===== src/rtl/acl_pkg.sv =====
package acl_pkg;

    localparam int TAG_BITS    = 16;
    localparam int DATA_BITS   = 20;
    localparam int DATA_SLOTS  = 12;
    localparam int NARROW_BITS = 16;
    localparam int WORD_W      = DATA_BITS;
    localparam int PAD_W       = WORD_W - NARROW_BITS;
    localparam int FRAME_BITS  = TAG_BITS + DATA_SLOTS * DATA_BITS;
    localparam int SLOT_W      = $clog2(DATA_SLOTS + 1);
    localparam int CNT_W       = $clog2(DATA_BITS);
    localparam int POS_W       = $clog2(FRAME_BITS);

    typedef logic [WORD_W-1:0] word_t;
    typedef logic [SLOT_W-1:0] slot_t;

    typedef enum logic [1:0] {
        MODE_OFF_A  = 2'b00,
        MODE_OFF_B  = 2'b01,
        MODE_NARROW = 2'b10,
        MODE_WIDE   = 2'b11
    } fmode_e;

    typedef struct packed {
        slot_t            slot;
        logic [CNT_W-1:0] bit_idx;
        logic             first;
        logic             last;
        logic             tag;
    } slot_pos_t;

    // Serial-order word: bit WORD_W-1 leaves first.
    function automatic word_t tx_align(input word_t w, input logic short_fmt);
        if (short_fmt)
            return {w[NARROW_BITS-1:0], {PAD_W{1'b0}}};
        return w;
    endfunction

    // full holds the latest WORD_W received bits, newest in bit 0.
    function automatic word_t rx_extract(input word_t full, input logic tag,
                                         input logic narrow);
        if (tag)
            return {{(WORD_W-TAG_BITS){1'b0}}, full[TAG_BITS-1:0]};
        if (narrow)
            return {{PAD_W{1'b0}}, full[WORD_W-1:PAD_W]};
        return full;
    endfunction

endpackage


===== src/rtl/acl_frame_counter.sv =====
module acl_frame_counter
    import acl_pkg::*;
(
    input  logic      clk,
    input  logic      rst,
    input  logic      active,
    output slot_pos_t pos
);
    slot_t            slot_q;
    logic [CNT_W-1:0] bit_q;
    logic [CNT_W-1:0] last_idx;
    logic             is_tag;
    logic             at_last;

    assign is_tag   = (slot_q == '0);
    assign last_idx = is_tag ? CNT_W'(TAG_BITS - 1) : CNT_W'(DATA_BITS - 1);
    assign at_last  = (bit_q == last_idx);

    always_ff @(posedge clk) begin
        if (!active) begin
            slot_q <= '0;
            bit_q  <= '0;
        end else if (at_last) begin
            bit_q  <= '0;
            slot_q <= (slot_q == SLOT_W'(DATA_SLOTS)) ? '0 : slot_q + 1'b1;
        end else begin
            bit_q  <= bit_q + 1'b1;
        end
    end

    always_comb begin
        pos.slot    = slot_q;
        pos.bit_idx = bit_q;
        pos.first   = (bit_q == '0);
        pos.last    = at_last;
        pos.tag     = is_tag;
    end

    // Independent frame position counter for checking only.
    logic [POS_W-1:0] chk_pos;
    always_ff @(posedge clk) begin
        if (!active) chk_pos <= '0;
        else         chk_pos <= chk_pos + 1'b1;
    end

    assert_frame_len_R1: assert property (@(posedge clk) disable iff (rst)
        active && at_last && slot_q == SLOT_W'(DATA_SLOTS) |-> chk_pos == POS_W'(FRAME_BITS - 1));

    assert_tag_len_R1: assert property (@(posedge clk) disable iff (rst)
        active && at_last && is_tag |-> chk_pos == POS_W'(TAG_BITS - 1));

    assert_slot_seq_R1: assert property (@(posedge clk) disable iff (rst)
        active && at_last && slot_q != SLOT_W'(DATA_SLOTS) |=> !active || slot_q == $past(slot_q) + 1'b1);

endmodule


===== src/rtl/acl_tx_shifter.sv =====
module acl_tx_shifter
    import acl_pkg::*;
(
    input  logic             clk,
    input  logic             rst,
    input  logic             active,
    input  logic             first,
    input  logic             tag,
    input  logic [CNT_W-1:0] bit_idx,
    input  logic             narrow,
    input  word_t            tx_word,
    output logic             ser_tx
);
    word_t sh_q;
    word_t aligned;
    logic  narrow_q;

    assign aligned = tx_align(tx_word, tag || narrow);

    always_ff @(posedge clk) begin
        if (rst) begin
            sh_q     <= '0;
            narrow_q <= 1'b0;
        end else if (active && first) begin
            sh_q     <= aligned << 1;
            narrow_q <= narrow && !tag;
        end else begin
            sh_q     <= sh_q << 1;
        end
    end

    assign ser_tx = !active ? 1'b0 : (first ? aligned[WORD_W-1] : sh_q[WORD_W-1]);

    assert_pad_zero_R7: assert property (@(posedge clk) disable iff (rst)
        active && !first && narrow_q && !tag && bit_idx >= CNT_W'(NARROW_BITS) |-> !ser_tx);

endmodule


===== src/rtl/acl_rx_assembler.sv =====
module acl_rx_assembler
    import acl_pkg::*;
(
    input  logic  clk,
    input  logic  rst,
    input  logic  active,
    input  logic  last,
    input  logic  tag,
    input  slot_t slot,
    input  logic  narrow,
    input  logic  ser_rx,
    output logic  rx_valid,
    output slot_t rx_slot,
    output word_t rx_word
);
    word_t sh_q;
    word_t full;

    assign full = {sh_q[WORD_W-2:0], ser_rx};

    always_ff @(posedge clk) begin
        if (rst) begin
            sh_q     <= '0;
            rx_valid <= 1'b0;
            rx_slot  <= '0;
            rx_word  <= '0;
        end else begin
            sh_q     <= full;
            rx_valid <= active && last;
            if (active && last) begin
                rx_slot <= slot;
                rx_word <= rx_extract(full, tag, narrow);
            end
        end
    end

    assert_rx_pulse_R9: assert property (@(posedge clk) disable iff (rst)
        rx_valid |-> $past(active && last));

    assert_rx_tag_R5: assert property (@(posedge clk) disable iff (rst)
        rx_valid && rx_slot == '0 |-> rx_word[WORD_W-1:TAG_BITS] == '0);

    assert_rx_narrow_R8: assert property (@(posedge clk) disable iff (rst)
        rx_valid && $past(narrow && !tag) |-> rx_word[WORD_W-1:NARROW_BITS] == '0);

endmodule


===== src/rtl/acl_slot_formatter.sv =====
module acl_slot_formatter
    import acl_pkg::*;
(
    input  logic        clk,
    input  logic        rst,
    input  logic [1:0]  mode,
    input  logic [19:0] tx_word,
    input  logic        ser_rx,
    output logic        frame_sync,
    output logic [3:0]  slot_idx,
    output logic        slot_end,
    output logic        tx_load,
    output logic        ser_tx,
    output logic        rx_valid,
    output logic [3:0]  rx_slot,
    output logic [19:0] rx_word
);
    fmode_e    mode_e;
    logic      active;
    logic      narrow;
    slot_pos_t pos;

    assign mode_e = fmode_e'(mode);
    assign active = !rst && (mode_e == MODE_NARROW || mode_e == MODE_WIDE);
    assign narrow = (mode_e == MODE_NARROW);

    acl_frame_counter u_counter (
        .clk    (clk),
        .rst    (rst),
        .active (active),
        .pos    (pos)
    );

    acl_tx_shifter u_tx (
        .clk     (clk),
        .rst     (rst),
        .active  (active),
        .first   (pos.first),
        .tag     (pos.tag),
        .bit_idx (pos.bit_idx),
        .narrow  (narrow),
        .tx_word (tx_word),
        .ser_tx  (ser_tx)
    );

    acl_rx_assembler u_rx (
        .clk      (clk),
        .rst      (rst),
        .active   (active),
        .last     (pos.last),
        .tag      (pos.tag),
        .slot     (pos.slot),
        .narrow   (narrow),
        .ser_rx   (ser_rx),
        .rx_valid (rx_valid),
        .rx_slot  (rx_slot),
        .rx_word  (rx_word)
    );

    assign frame_sync = active && pos.tag;
    assign slot_idx   = active ? pos.slot : '0;
    assign slot_end   = active && pos.last;
    assign tx_load    = active && pos.first;

    assert_idle_quiet_R3: assert property (@(posedge clk) disable iff (rst)
        !mode[1] |-> !frame_sync && !ser_tx && !slot_end && !tx_load && slot_idx == '0);

    assert_sync_drop_R2: assert property (@(posedge clk) disable iff (rst)
        frame_sync && slot_end |=> !frame_sync);

    assert_sync_start_R2: assert property (@(posedge clk) disable iff (rst)
        $rose(frame_sync) |-> tx_load);

endmodule


===== config.mk =====
export PLATFORM = sky130hd
export DESIGN_NAME = acl_slot_formatter
export DESIGN_NICKNAME = d
export VERILOG_FILES = /design/src/rtl/acl_pkg.sv /design/src/rtl/acl_frame_counter.sv /design/src/rtl/acl_tx_shifter.sv /design/src/rtl/acl_rx_assembler.sv /design/src/rtl/acl_slot_formatter.sv
export SDC_FILE = /design/constraint.sdc
export NUM_CORES = 1
export LEC_CHECK = 0
export CAP_MARGIN = 10
export CELL_PAD_IN_SITES_DETAIL_PLACEMENT = 1
export CELL_PAD_IN_SITES_GLOBAL_PLACEMENT = 2
export CORE_MARGIN = 2
export CORE_UTILIZATION = 41
export DETAILED_ROUTE_END_ITERATION = 10
export DONT_BUFFER_PORTS = 1
export PLACE_DENSITY_LB_ADDON = 0.2
export SYNTH_ARGS = -nofsm -noshare
export SYNTH_HDL_FRONTEND = slang
export SYNTH_SLANG_ARGS = --single-unit
export TNS_END_PERCENT = 20

===== constraint.sdc =====
create_clock -name clk -period 4 [get_ports clk]
set_input_delay 0.4 -clock clk [delete_from_list [all_inputs] [get_ports clk]]
set_output_delay 0.4 -clock clk [all_outputs]
set_load 0.05 [all_outputs]

Word-level counts from Yosys, hierarchy flattened
Cells that the tools add are included.

storage, ports and cells
  bits in latches = 0
  memory bits (writable) = 0
  memories = 0
  bits of input ports = 25
  bits in registers = 73
  memory bits (read-only) = 0
  logic and storage cells = 44
  output and inout port bits = 33

cells by class
  divide/modulo/power cells = 0
  multipliers = 0
  reductions and logical operators = 10
  bitwise logic cells = 1
  equal/unequal tests = 4
  add/sub/neg operators = 2
  shifts and indexed selects = 0
  muxes and demuxes = 20
  order comparisons = 0

operators with widths
  cell                   number
  $mux W20               7
  $mux W1                10
  $mux W4                2
  $add A5 B1 Y5 const B  1
  $eq A5 B5 Y1           1
  $logic_not A5 Y1       1
  $mux W5                1
  $add A4 B1 Y4 const B  1
  $eq A2 B2 Y1 const B   2
  $eq A4 B4 Y1 const B   1
  $logic_and A1 B1 Y1    4
  $logic_not A4 Y1       1
  $logic_or A1 B1 Y1     2
  $reduce_or A2 Y1       1
  $logic_not A1 Y1       1
  $not A1 Y1             1

Longest topological paths before layout
  depth after elaboration = 11
  depth in mapped cells = 8

Modules after synthesis
From an unflattened synthesis, not the netlist that was laid out.

second synthesis, totals
  cells, all modules = 322
  area total of the unflattened synthesis = 3081.7 um2

by module, submodules not included
  module              sequential area each (um2)  area each (um2)  instances  cells each
  acl_rx_assembler    880.8                       1554.0           1          152
  acl_tx_shifter      380.4                       933.4            1          105
  acl_frame_counter   180.2                       520.5            1          56
  acl_slot_formatter  0.0                         73.8             1          9

Least setup slack after synthesis
No wires, ideal clock.

  path kind = reg2out
  from = reg u_counter.slot_q[0]
  to = out ser_tx
  path buffers = 2
  required time = 3.600 ns
  arrival = 2.378 ns
  slack = 1.222 ns
  stages on the path, launching flop included = 9
  path through = dfxtp_1 inv_1 ha_1 or3b_1 buf_6 and2_0 buf_2 mux2i_1 a21oi_1

between the ends
  longest elaborated chain between the ends = 6

RTL lines
  what                    RTL line                  source
  from (decl)             acl_frame_counter.sv:9    slot_t slot_q;
  from (signal assigned)  acl_frame_counter.sv:25   slot_q <= (slot_q == SLOT_W'(DATA_SLOTS)) ? '0 : slot_q + 1'b1;
  $logic_not A4 Y1        acl_frame_counter.sv:15   assign is_tag = (slot_q == '0);
  $logic_or A1 B1 Y1      acl_tx_shifter.sv:18      assign aligned = tx_align(tx_word, tag || narrow);
  $mux W1                 acl_pkg.sv:34             if (short_fmt)
  $mux W20                acl_pkg.sv:36             return w;
  $mux W1 (2 in series)   acl_tx_shifter.sv:32      assign ser_tx = !active ? 1'b0 : (first ? aligned[WORD_W-1] : sh_q[WORD_W-1]);
  to (decl)               acl_slot_formatter.sv:13  output logic ser_tx,

Every way passes these cells.

Worst setup path after layout
  from = reg u_counter.slot_q[0]
  to = out slot_end

between the ends
  longest elaborated chain between the ends = 4

RTL lines
  what                 RTL line                  source
  $logic_not A4 Y1     acl_frame_counter.sv:15
  $mux W5              acl_frame_counter.sv:16   assign last_idx = is_tag ? CNT_W'(TAG_BITS - 1) : CNT_W'(DATA_BITS - 1);
  $eq A5 B5 Y1         acl_frame_counter.sv:17   assign at_last = (bit_q == last_idx);
  $logic_and A1 B1 Y1  acl_slot_formatter.sv:62  assign slot_end = active && pos.last;
  to (decl)            acl_slot_formatter.sv:11  output logic slot_end,

Every way passes these cells.

==> flow_summary.json <==
{
  "period_share": 0.717,
  "cap_violations": 0,
  "clk_latency_ns": 0.34,
  "cts_resized": 0,
  "synth_top_area_frac": 0.490,
  "fin_tns_setup_ns": 0,
  "drc": 0,
  "synth_ff_type": "dfxtp_1",
  "portBuffers": 0,
  "totalWireLength_mm": 6.61,
  "synthArstFlopShare": 0,
  "cts-root-buf": "clkbuf_8",
  "synth_cells": 298,
  "cts_hold_buf": 0,
  "synth_warnings": 0,
  "required_ns": 3.60,
  "fmax_ghz": 0.349,
  "avgSynthCellArea_um2": 9.86,
  "p_leak_nw": 1.04,
  "core_mm2": 0.00687,
  "numCtsBuffers": 9,
  "critPathArrivalTime_ns": 2.47,
  "dr.pass1.iters": 4,
  "avgViaCountPerCell": 5.43,
  "drive_gt1_frac": 0.0774,
  "power_density_mw_per_mm2": 404,
  "r2r-start": "u_counter.slot_q[0]",
  "cts_buffer_depth": 2,
  "synth_area_leaders": "dfxtp_1, mux2i_1, nor2b_1, a211oi_1, a21oi_1",
  "grt_usage": 0.184,
  "post_cts_buffers": 0,
  "synth_area_mm2": 0.00294,
  "dp_hpwl_mm": 4.42,
  "antenna_found_initial": 0,
  "clock_sinks": 72,
  "critPathMaxFanout": 17,
  "startpoint_type": "register",
  "yosysUniqueCellTypes": 38,
  "stdcell_area_mm2": 0.00313,
  "maxSlewViolCount": 0,
  "synth-edff-count": 0,
  "drt-initial-drc-count": 139,
  "postPlaceCellArea_mm2": 0.00298,
  "relSlewSlack": 0.303,
  "vias": 2135,
  "overflow": 0,
  "dp_slack_ns": 1.48,
  "crit_path_end_kind": "output pin",
  "tightest_slew_ns": 1.04,
  "grt.busiest_layer": "met2",
  "diodes": 0,
  "cts_tree": "built",
  "worstHoldPathType": "input port to register",
  "grt_pass1_wl_mm": 10.9,
  "ioPinCount": 58,
  "post-route-min-period_ns": 2.87,
  "min_delay_worst_endpoint": "u_rx.sh_q[0]",
  "fin_ws_ns": 1.13,
  "gp_congestion": 0.811,
  "post_drt_wl_per_cell_um": 16.8,
  "num_rows": 30,
  "setup_viol": 0,
  "grt_start_max_net_pins": 38,
  "die_h_um": 88.7,
  "cts_max_level": 3,
  "synth_nets": 327,
  "yosysMostFrequentCell": "dfxtp_1",
  "met1_usage": 0.256,
  "irDropWorstVdd_v": 0.000165,
  "syn_to_final_growth_pct": 6.60,
  "hold_depth": 1,
  "status": "completed",
  "worstSetupPathType": "register to output pin",
  "hold_violations": 0,
  "skew_ns": 0.00743,
  "path_clk_slew_ns": 0.07,
  "synth_seq_area_share": 0.490,
  "yosysTopAreaCell": "dfxtp_1",
  "nets": 321,
  "r2r-end": "u_rx.rx_word[2]",
  "synth-seq-cells": 72,
  "met3_usage": 0.0485,
  "drtAntennaViolNets": 0,
  "rsz0062_at_grt": "false",
  "grt_util_met2": 0.267,
  "r2r_cells": 6,
  "synth_common_cells": "dfxtp_1, mux2i_1, a21oi_1, nor2b_1, nand3_1",
  "initial_core_util": 0.428,
  "die_area_mm2": 0.00786,
  "min_from": "rst",
  "die_x_um": 88.7,
  "r2r_slack_ns": 1.57,
  "grt_pass1_vias": 2115,
  "hold_ws_ns": 0.128
}
-- layout by cell type (no fill, tap or decap), drive strengths merged, types with 2 or more instances in the layout --
master | netlist | routed
inv | 8 | 8
nand3 | 21 | 21
nand2 | 14 | 14
nor2b | 22 | 22
xnor2 | 2 | 2
clkbuf | 13 | 13
o21ai | 18 | 18
a21oi | 22 | 22
o211ai | 8 | 8
o31ai | 2 | 2
dfxtp | 72 | 72
a211oi | 16 | 16
ha | 4 | 4
nand4 | 4 | 4
buf | 9 | 5
a32o | 3 | 3
a311oi | 2 | 2
mux2i | 33 | 33
nor2 | 9 | 9
and2 | 4 | 4
clkinv | 1 | 4
-- cell families after synthesis --
kind of cell | count (synthesis) | synth area share
and+or+nand+nor | 82 | 0.155
AOI/OAI and AO/OA | 73 | 0.156
DFF | 72 | 0.490
muxes | 34 | 0.122
buffers and inverters | 31 | 0.0536
adders and majority gates | 4 | 0.0170
xor gates and xnor gates | 2 | 0.00596
-- cell type report --
class                      count  area, um^2
multi-input combinational    195        1340
timing repair buffer           5        37.5
tap                           96         120
clock inverter                 3        18.8
fill                         798        3740
sequential                    72        1440
clock buffer                  13         139
inverter                       9        33.8
-- sequential cells by signal, indices dropped and copies added (netlist names) --
| name | flops |
|---|---|
| u_rx.rx_valid | 1 |
| u_rx.rx_slot | 4 |
| u_tx.sh_q | 19 |
| u_counter.bit_q | 5 |
| u_rx.rx_word | 20 |
| u_counter.slot_q | 4 |
| u_rx.sh_q | 19 |
-- per-layer routing --
layer | part of all wire | wire length, um
met1 | 0.49 | 3220
met2 | 0.45 | 2970
met3 | 0.049 | 322
met4 | 0.014 | 94
met5 | 0 | 0
-- where the power goes --
part | switching [W] | internal, W
clock | 0.000257 | 0.000225
sequential | 0.00000443 | 0.000730
combinational | 0.0000338 | 0.0000150
-- critical path: stages (launching register included) --
cell     delay [ns]
dfxtp_1        0.35
inv_1          0.13
ha_1           0.23
or3b_1         0.49
mux2i_4        0.34
nor2_4         0.58
-- worst max-delay path by stage --
stage	from	to	slack (ns)	cells past startpoint
6_report	u_counter.slot_q[0]	slot_end	1.13	5
5_1_grt	u_counter.slot_q[0]	ser_tx	0.92	8
4_1_cts	u_counter.slot_q[0]	slot_end	1.11	5
3_5_place_dp	u_counter.slot_q[0]	slot_end	1.48	5
3_3_place_gp	u_counter.slot_q[0]	slot_end	1.53	5
2_1_floorplan	u_counter.slot_q[0]	ser_tx	1.22	8
-- stage by stage --
stage          power (W)   util  cells
6_report         0.00127  0.456    393
2_1_floorplan   0.000792      -    298
3_5_place_dp    0.000800  0.433    377
3_3_place_gp    0.000800  0.433    377
4_1_cts          0.00128  0.456    393
5_1_grt          0.00133  0.456    393
No activity file was read; power rests on OpenSTA's default activity.
